===== src/rtl/dpas_pkg.sv =====
package dpas_pkg;
    // Field positions inside the instruction word (behavioural: decoded below)
    localparam int PAT_HI  = 25;
    localparam int PAT_LO  = 24;
    localparam int PAD_HI  = 23;
    localparam int PAD_LO  = 22;
    localparam int DST2_LO = 18;
    localparam int SRC2_LO = 14;
    localparam int SRC1_LO = 10;
    localparam int DST1_LO = 6;

    // Per-cycle decode verdict
    typedef enum logic [1:0] {
        VERD_IDLE,
        VERD_BADPAD,
        VERD_NODEST,
        VERD_EXEC
    } verdict_e;
endpackage


===== src/rtl/dpas_decode.sv =====
module dpas_decode
    import dpas_pkg::*;
#(
    parameter int IW   = 32,
    parameter int IDXW = 4
) (
    input  logic            insn_valid,
    input  logic [IW-1:0]   insn,
    output logic [IDXW-1:0] src1_idx,
    output logic [IDXW-1:0] src2_idx,
    output logic [IDXW-1:0] dst1_idx,
    output logic [IDXW-1:0] dst2_idx,
    output logic            sub1,
    output logic            sub2,
    output logic            we1,
    output logic            we2
);
    verdict_e verdict;
    logic     unused_bits;

    assign unused_bits = ^{insn[IW-1:PAT_HI+1], insn[DST1_LO-1:0]};

    always_comb begin
        src1_idx = insn[SRC1_LO +: IDXW];
        src2_idx = insn[SRC2_LO +: IDXW];
        dst1_idx = insn[DST1_LO +: IDXW];
        dst2_idx = insn[DST2_LO +: IDXW];
        sub1     = insn[PAT_HI];
        sub2     = insn[PAT_LO];

        if (!insn_valid)
            verdict = VERD_IDLE;
        else if (insn[PAD_HI:PAD_LO] != '0)
            verdict = VERD_BADPAD;
        else if (dst1_idx == '0 && dst2_idx == '0)
            verdict = VERD_NODEST;
        else
            verdict = VERD_EXEC;

        we1 = 1'b0;
        we2 = 1'b0;
        unique case (verdict)
            VERD_EXEC: begin
                we1 = (dst1_idx != '0);
                we2 = (dst2_idx != '0);
            end
            VERD_IDLE, VERD_BADPAD, VERD_NODEST: begin
                we1 = 1'b0;
                we2 = 1'b0;
            end
            default: begin
                we1 = 1'b0;
                we2 = 1'b0;
            end
        endcase
    end
endmodule


===== src/rtl/dpas_lane.sv =====
module dpas_lane #(
    parameter int W = 32
) (
    input  logic [W-1:0] opa,
    input  logic [W-1:0] opb,
    input  logic         sub,
    output logic [W-1:0] res,
    output logic         carry
);
    always_comb begin
        if (sub) begin
            res   = opa - opb;
            carry = (opa > opb);
        end else begin
            res   = opa + opb;
            carry = (opa > res);
        end
    end
endmodule


===== src/rtl/dpas_regfile.sv =====
module dpas_regfile #(
    parameter int W    = 32,
    parameter int IDXW = 4
) (
    input  logic            clk,
    input  logic            rst_n,
    input  logic            ld_en,
    input  logic [IDXW-1:0] ld_idx,
    input  logic [W-1:0]    ld_data,
    input  logic            we1,
    input  logic [IDXW-1:0] wi1,
    input  logic [W-1:0]    wd1,
    input  logic            we2,
    input  logic [IDXW-1:0] wi2,
    input  logic [W-1:0]    wd2,
    input  logic [IDXW-1:0] ra1,
    output logic [W-1:0]    rd1,
    input  logic [IDXW-1:0] ra2,
    output logic [W-1:0]    rd2,
    input  logic [IDXW-1:0] dbg_idx,
    output logic [W-1:0]    dbg_data
);
    localparam int DEPTH = 2 ** IDXW;

    logic [W-1:0] mem [DEPTH];

    // Later assignments win: load < path 1 < path 2 < zero entry
    always_ff @(posedge clk or negedge rst_n) begin
        if (!rst_n) begin
            for (int i = 0; i < DEPTH; i++) mem[i] <= '0;
        end else begin
            if (ld_en) mem[ld_idx] <= ld_data;
            if (we1)   mem[wi1]    <= wd1;
            if (we2)   mem[wi2]    <= wd2;
            mem[0] <= '0;
        end
    end

    assign rd1      = mem[ra1];
    assign rd2      = mem[ra2];
    assign dbg_data = mem[dbg_idx];

    // equal nonzero destinations keep the second path's value
    assert_same_dest_R11: assert property (@(posedge clk) disable iff (!rst_n)
        (we1 && we2 && wi1 == wi2 && wi1 != '0) |=> (mem[$past(wi1)] == $past(wd2)));

    // a lone load lands in its entry
    assert_load_lands_R13: assert property (@(posedge clk) disable iff (!rst_n)
        (ld_en && ld_idx != '0 && !we1 && !we2) |=> (mem[$past(ld_idx)] == $past(ld_data)));
endmodule


===== src/rtl/dpas_unit.sv =====
module dpas_unit
    import dpas_pkg::*;
#(
    parameter int XLEN      = 32,
    parameter int IW        = 32,
    parameter int IDXW      = 4,
    parameter int FLAG1_BIT = 31,
    parameter int FLAG2_BIT = 30
) (
    input  logic            clk,
    input  logic            rst_n,
    input  logic            insn_valid,
    input  logic [IW-1:0]   insn_word,
    input  logic            load_en,
    input  logic [IDXW-1:0] load_idx,
    input  logic [XLEN-1:0] load_data,
    input  logic [IDXW-1:0] dbg_idx,
    output logic [XLEN-1:0] dbg_data,
    output logic [XLEN-1:0] ctrl_flags
);
    localparam int NPATH = 2;

    logic [IDXW-1:0] src1_idx, src2_idx, dst1_idx, dst2_idx;
    logic            sub1, sub2, we1, we2;
    logic [XLEN-1:0] rd1, rd2;
    logic            lane_sub [NPATH];
    logic [XLEN-1:0] lane_res [NPATH];
    logic            lane_cy  [NPATH];
    logic [XLEN-1:0] ctrl_q, ctrl_d;

    dpas_decode #(.IW(IW), .IDXW(IDXW)) u_dec (
        .insn_valid (insn_valid),
        .insn       (insn_word),
        .src1_idx   (src1_idx),
        .src2_idx   (src2_idx),
        .dst1_idx   (dst1_idx),
        .dst2_idx   (dst2_idx),
        .sub1       (sub1),
        .sub2       (sub2),
        .we1        (we1),
        .we2        (we2)
    );

    dpas_regfile #(.W(XLEN), .IDXW(IDXW)) u_rf (
        .clk      (clk),
        .rst_n    (rst_n),
        .ld_en    (load_en),
        .ld_idx   (load_idx),
        .ld_data  (load_data),
        .we1      (we1),
        .wi1      (dst1_idx),
        .wd1      (lane_res[0]),
        .we2      (we2),
        .wi2      (dst2_idx),
        .wd2      (lane_res[1]),
        .ra1      (src1_idx),
        .rd1      (rd1),
        .ra2      (src2_idx),
        .rd2      (rd2),
        .dbg_idx  (dbg_idx),
        .dbg_data (dbg_data)
    );

    assign lane_sub[0] = sub1;
    assign lane_sub[1] = sub2;

    for (genvar p = 0; p < NPATH; p++) begin : g_path
        dpas_lane #(.W(XLEN)) u_lane (
            .opa   (rd1),
            .opb   (rd2),
            .sub   (lane_sub[p]),
            .res   (lane_res[p]),
            .carry (lane_cy[p])
        );
    end

    always_comb begin
        ctrl_d = ctrl_q;
        if (we1) ctrl_d[FLAG1_BIT] = lane_cy[0];
        if (we2) ctrl_d[FLAG2_BIT] = lane_cy[1];
    end

    always_ff @(posedge clk or negedge rst_n) begin
        if (!rst_n) ctrl_q <= '0;
        else        ctrl_q <= ctrl_d;
    end

    assign ctrl_flags = ctrl_q;

    // bad padding is a no-op for the flags
    assert_pad_noop_R3: assert property (@(posedge clk) disable iff (!rst_n)
        (insn_valid && insn_word[PAD_HI:PAD_LO] != '0) |=> $stable(ctrl_flags));

    // both destinations zero is a no-op for the flags
    assert_nodest_noop_R4: assert property (@(posedge clk) disable iff (!rst_n)
        (insn_valid && insn_word[DST1_LO +: IDXW] == '0 && insn_word[DST2_LO +: IDXW] == '0)
        |=> $stable(ctrl_flags));

    // a skipped first path keeps its flag
    assert_skip_first_R9: assert property (@(posedge clk) disable iff (!rst_n)
        (insn_valid && insn_word[DST1_LO +: IDXW] == '0)
        |=> (ctrl_flags[FLAG1_BIT] == $past(ctrl_flags[FLAG1_BIT])));

    // a skipped second path keeps its flag
    assert_skip_second_R9: assert property (@(posedge clk) disable iff (!rst_n)
        (insn_valid && insn_word[DST2_LO +: IDXW] == '0)
        |=> (ctrl_flags[FLAG2_BIT] == $past(ctrl_flags[FLAG2_BIT])));

    // equal operands under subtraction leave a clear flag
    assert_sub_equal_R7: assert property (@(posedge clk) disable iff (!rst_n)
        (insn_valid && insn_word[PAD_HI:PAD_LO] == '0 && insn_word[PAT_HI]
         && insn_word[DST1_LO +: IDXW] != '0 && rd1 == rd2)
        |=> !ctrl_flags[FLAG1_BIT]);

    // no strobe, no flag change
    assert_idle_hold_R12: assert property (@(posedge clk) disable iff (!rst_n)
        !insn_valid |=> $stable(ctrl_flags));
endmodule


===== config.mk =====
export PLATFORM = sky130hd
export DESIGN_NAME = dpas_unit
export DESIGN_NICKNAME = d
export VERILOG_FILES = /design/src/rtl/dpas_pkg.sv /design/src/rtl/dpas_decode.sv /design/src/rtl/dpas_lane.sv /design/src/rtl/dpas_regfile.sv /design/src/rtl/dpas_unit.sv
export SDC_FILE = /design/constraint.sdc
export NUM_CORES = 2
export LEC_CHECK = 0
export BUFFER_PORTS_ARGS = -buffer_cell sky130_fd_sc_hd__buf_2
export CAP_MARGIN = 10
export CELL_PAD_IN_SITES_DETAIL_PLACEMENT = 2
export CELL_PAD_IN_SITES_GLOBAL_PLACEMENT = 2
export CORE_MARGIN = 4
export CORE_UTILIZATION = 45
export CTS_CLUSTER_SIZE = 40
export DETAILED_ROUTE_END_ITERATION = 10
export PLACE_DENSITY_LB_ADDON = 0.1
export SLEW_MARGIN = 20
export SYNTH_ARGS = -nofsm -noshare
export SYNTH_HDL_FRONTEND = slang
export SYNTH_SLANG_ARGS = --single-unit

===== constraint.sdc =====
create_clock -name clk -period 9.18 [get_ports clk]
set_input_delay 2.295 -clock clk [delete_from_list [all_inputs] [get_ports clk]]
set_output_delay 2.295 -clock clk [all_outputs]
set_load 0.01 [all_outputs]

**Yosys cells after proc, flatten, opt, wreduce, memory -nomap -nowiden**

Index checks and enable logic that the tools add are counted.

- Bits in registers: 482

- $add $sub $neg: 2
- Equality and inequality tests: 3
- Bitwise logic cells: 6
- Reduce and logical (&&, ||, !) cells: 11
- Muxes and demuxes: 30
- Order comparisons: 11

Operators with widths:

| operator | count |
|---|---|
| $bwmux 512 | 3 |
| $mux 512 | 2 |
| $mux 480 | 1 |
| $bmux 32 s4 | 3 |
| $demux 32 s4 | 3 |
| $mux 32 | 11 |
| $gt 32x32->1 | 2 |
| $add 32x32->32 | 1 |
| $sub 32x32->32 | 1 |
| $ge 5x5->1 const B | 6 |
| $not 4->5 | 6 |
| $lt 5x1->1 const B | 3 |
| $logic_not 4->1 | 2 |
| $reduce_bool 4->1 | 2 |
| $eq 2x2->1 const B | 2 |
| $logic_and 1x1->1 | 4 |
| $mux 2 | 2 |
| $pmux 1 s2 | 2 |
| $mux 1 | 3 |
| $reduce_or 3->1 | 1 |
| $eq 2x1->1 const B | 1 |
| $logic_not 2->1 | 1 |
| $reduce_bool 2->1 | 1 |

**Logic depth before layout (Yosys ltp)**

- Depth after elaboration: 11
- Mapped depth: 27

**Modules after synthesis**

A second synthesis with hierarchy kept.

- Cell total of the unflattened synthesis: 5,761
- Area total of the unflattened synthesis: 48,914.4 um2

Modules (own cells, without submodules):

| module | cells each | area each (um2) | sequential area each (um2) | instances |
|---|---|---|---|---|
| dpas_regfile | 4,373 | 39,157.6 | 12,011.5 | 1 |
| dpas_lane (g_path[1].u_lane) | 674 | 4,685.7 | 0.0 | 1 |
| dpas_lane (g_path[0].u_lane) | 656 | 4,598.2 | 0.0 | 1 |
| dpas_unit | 35 | 309.0 | 50.0 | 1 |
| dpas_decode | 23 | 163.9 | 0.0 | 1 |

**Least setup slack after synthesis**

Ideal clock, no wire load.

- Path kind: in2reg
- Start: input insn_word[10]
- End: register ctrl_q[31] (netlist: ctrl_flags[31])
- Required time: 9.098 ns
- Stages on the path: 26
- Arrival: 8.156 ns
- Path slack: 0.943 ns
- Cell sequence: buf_1 -> buf_2 -> buf_1 -> mux4_2 -> mux4_2 -> ha_1 -> buf_2 -> nor3_1 -> o21a_1 -> a31o_2 -> o2111ai_2 -> and2_4 -> o21ba_4 -> o211a_4 -> xnor2_2 -> buf_6 -> ha_1 -> nand4_1 -> nor2_1 -> nand3_1 -> nor4_1 -> nand3_1 -> o2111ai_1 -> o21a_1 -> mux2i_1 -> a31oi_1

- Cells in the longest elaborated chain, start to end: 7
- Elaborated cells on any way between the ends: 8
- Classes of those cells: add/sub: 1; order compare: 2; mux: 4; bitwise: 1

Ends and longest elaborated chain:

| element | line | text |
|---|---|---|
| start, declared | dpas_unit.sv:13 | `input logic [IW-1:0] insn_word,` |
| $not 4->5 (not written as such) * | dpas_regfile.sv:39 | `assign rd1 = mem[ra1];` |
| $bmux 32 s4 * | dpas_regfile.sv:39 |  |
| $mux 32 (not written as such) * (2 in series) | dpas_regfile.sv:39 |  |
| $add 32x32->32 | dpas_lane.sv:15 | `res = opa + opb;` |
| $gt 32x32->1 | dpas_lane.sv:16 | `carry = (opa > res);` |
| $mux 1 * | dpas_lane.sv:11 | `if (sub) begin` |
| end signal, assigned | dpas_unit.sv:85 | `else ctrl_q <= ctrl_d;` |
| end, declared | dpas_unit.sv:29 | `logic [XLEN-1:0] ctrl_q, ctrl_d;` |

Every way passes the cells marked *; elsewhere a longest branch is shown, timed or not. The select of a mux whose other input is x is not followed.
A chain may end at the register's enable or synchronous reset.

**Worst setup path in the final report**

Same ends and word-level chain as after synthesis.

==> metrics.md <==
| Metric | Value |
|---|---|
| Hold Slack | `646 ps` |
| Max H-tree Level | `3` |
| Total CTS buffers | `68` |
| Drt via density | `8.00` |
| Crit-path max FO | `41` |
| Post-synth EDFFs | `0` |
| Core Box Area | `98400 sq um` |
| Post-Syn Area | `44600 sq um` |
| Kind of end point of the critical path | `register` |
| Status | `finished, final reports clean` |
| Pwr Density | `442 nW/um^2` |
| Area leader, netlist | `dfrtp_1` |
| Total Routing Usage GR | `48.3%` |
| Hpwl dp | `153000 um` |
| Largest net degree at the start of global routing | `139` |
| Total Die Area | `104000 sq um` |
| Leakage | `20.1 nW` |
| GR Overflow Total | `0` |
| Most frequent cells after synthesis | `o21ai_0, mux2i_1, dfrtp_1` |
| Least-Margin Pin Slew | `1280 ps` |
| Max Root-Sink Buffers | `3` |
| Final clock skew | `36.2 ps` |
| Minimum clock period | `8340 ps` |
| Port Buffers | `97` |
| Num rows | `115` |
| Tot Pwr | `21.8 mW` |
| Max Fclk | `120 MHz` |
| Die Span X | `323 um` |
| Latest clock arrival within the worst-skew pair | `690 ps` |
| Wirelength per Cell | `44.0 um` |
| Drt drc | `0` |
| Post-Route WL | `257000 um` |
| DIE HEIGHT | `323 um` |
| R2r setup slk | `2690 ps` |
| Cts hold-fix bufs | `0` |
| Worst-path clk slew | `60 ps` |
| Peak VDD IR | `0.000282 V` |
| Synthesis-to-layout area growth | `10.7%` |
| First DRT Iteration DRCs | `6925` |
| CTS tree | `yes` |
| Dpl ws | `311 ps` |
| Starting Density | `45.4%` |
| Worst Setup SP | `insn_word[10]` |
| Seq/Total Area, Yosys | `27.0%` |
| Cells on worst reg2reg path | `23` |
| Share of layout cells above drive strength 1 | `24.0%` |
| # clock sinks | `482` |
| Top cells by area, synth | `dfrtp_1, mux4_2, mux2i_1, o21ai_0, clkbuf_1` |
| Vias in the first global route | `48400` |
| Post-synthesis cell count | `4598` |
| Max Cap Viol | `0` |
| Final Hold Vio Count | `0` |
| Setup crit start kind | `input port` |
| Yosys warns | `0` |
| Worst r2r dst | `ctrl_flags[31]` |
| Final ANT Viol Nets | `0` |
| Required @ worst endpoint | `9760 ps` |
| Flop and latch count out of synthesis | `482` |
| Async SR Flop Fraction | `100%` |
| Via count | `46600` |
| Final setup TNS | `0 ps` |
| NumNets Final | `4643` |
| Critical path class | `in2reg` |
| Post-route setup slack | `842 ps` |
| Commonest register cell after synthesis | `dfrtp_1` |
| Top Ports | `140` |
| Hold crit path type | `reg2reg` |
| Post-cts resize count | `0` |
| Fin crit share | `90.8%` |
| Synth unique cells | `93` |
| Post-CTS Setup Inserts | `0` |
| Initial antenna violation count | `36` |
| GP Congestion | `0.977` |
| Max_slew headroom | `14.5%` |
| Reg-to-Reg Start | `u_rf.mem[135]` |
| Syn avg cell area | `9.71 sq um` |
| RSZ-0062 raised after global routing | `no` |
| CP arrival | `8920 ps` |
| Yosys top cell area share | `27.0%` |
| Most common cell in the netlist | `o21ai_0` |
| First-pass GRT wire length | `360000 um` |
| Final number of setup-violating endpoints | `0` |
| Worst Setup EP | `ctrl_flags[31]` |
| First-pass DRT Iterations | `7` |
| Root Buffer | `clkbuf_16` |
| Slew Viols, Final | `0` |
-- how the worst min path moves through the flow --
stage	from	to	slack [ps]	cells past startpoint
after floorplan	u_rf.mem[384]	u_rf.mem[384]	560	2
after global placement	u_rf.mem[256]	u_rf.mem[256]	590	2
after detailed placement	u_rf.mem[288]	u_rf.mem[288]	600	2
after CTS	u_rf.mem[64]	u_rf.mem[64]	650	2
after global routing	u_rf.mem[0]	u_rf.mem[0]	680	2
final	u_rf.mem[64]	u_rf.mem[64]	650	2
-- layer usage --
metal  vias to the layer above  GRT usage (%)  wire [um]
met3                      1462           17.8      33900
met4                        20           38.9      25000
met5                         -              0        125
li1                      17300              -          -
met2                      3853           69.8     108000
met1                     24000           58.0      90100
-- cell families (layout without fill, tap and decap cells) --
group,after synthesis,in the layout,share of synthesized area (%)
AO/OA/AOI/OAI,1499,1499,21.6
XOR/XNOR,67,67,1.47
adder cells (fa/ha/maj),96,96,2.72
buffers and inverters,624,519,5.71
flip-flops,482,482,27.0
multiplexers,994,994,33.4
other,1,53,0.00840
AND/OR/NAND/NOR,835,835,8.04
-- metrics by stage --
| step | instances | utilization [%] | instance area, sq um |
|---|---|---|---|
| floorplan | 4627 | - | 44800 |
| global placement | 5687 | 47.7 | 46900 |
| detailed placement | 5688 | 47.8 | 47000 |
| CTS | 5809 | 50.1 | 49300 |
| global route | 5812 | 50.2 | 49400 |
| finish | 5832 | 50.2 | 49400 |
-- cell type report --
cell class                      count  area, sq um
Sequential cell                   482        12100
Clock inverter                     19          224
Multi-Input combinational cell   3521        30600
Timing Repair Buffer              321         2490
Clock buffer                      102         2090
Tap cell                         1287         1610
Inverter                           77          289
Antenna cell                       23         57.6
Fill cell                       10200        49000
-- power breakdown --
part	switching (mW)	leakage (nW)	internal, mW
Sequential	1.27	5.76	3.16
Combinational	9.16	13.2	5.36
Clock	1.19	1.15	1.69
-- worst max-delay path, stage by stage --
cell and delay (ps):
buf_8 440, buf_4 370, mux4_2 570, mux4_2 610, ha_1 570, inv_1 100, a21oi_1 430, nor2_1 110
nor3_1 390, nand3b_1 170, o21ai_1 160, o21a_1 230, nor2_1 120, xnor2_1 80, ha_1 300, nand4_1 80
nor2_1 210, nand3_1 180, nor4_1 310, buf_4 170, nand3_1 60, o2111ai_1 130, o21a_1 220, mux2i_1 140
buf_4 190, a31oi_1 160
-- cells in the final DEF (no fill, tap or decap), types with 23 or more instances in the layout --
| cell | instances |
|---|---|
| mux2i_1 | 482 |
| nor3_1 | 32 |
| nand3_1 | 28 |
| o2bb2ai_1 | 30 |
| nor2_1 | 239 |
| ha_1 | 94 |
| a22o_1 | 97 |
| inv_1 | 73 |
| conb_1 | 30 |
| nand2b_1 | 23 |
| a211oi_1 | 42 |
| diode_2 | 23 |
| nand2_1 | 338 |
| xnor2_1 | 46 |
| clkbuf_16 | 71 |
| dfrtp_1 | 482 |
| buf_2 | 87 |
| o31ai_1 | 46 |
| nor2b_1 | 34 |
| a221oi_1 | 47 |
| buf_4 | 206 |
| o211ai_1 | 147 |
| a22oi_1 | 31 |
| a21o_1 | 36 |
| mux2_2 | 126 |
| a21oi_1 | 283 |
| o21ai_1 | 31 |
| mux4_2 | 384 |
| o22ai_1 | 60 |
| o21ai_0 | 499 |
-- sequential cells by signal, indices dropped and copies added, names as in the netlist --
| name | cells |
|---|---|
| u_rf.mem | 480 |
| ctrl_flags | 2 |
No activity file was read; power rests on OpenSTA's default activity.
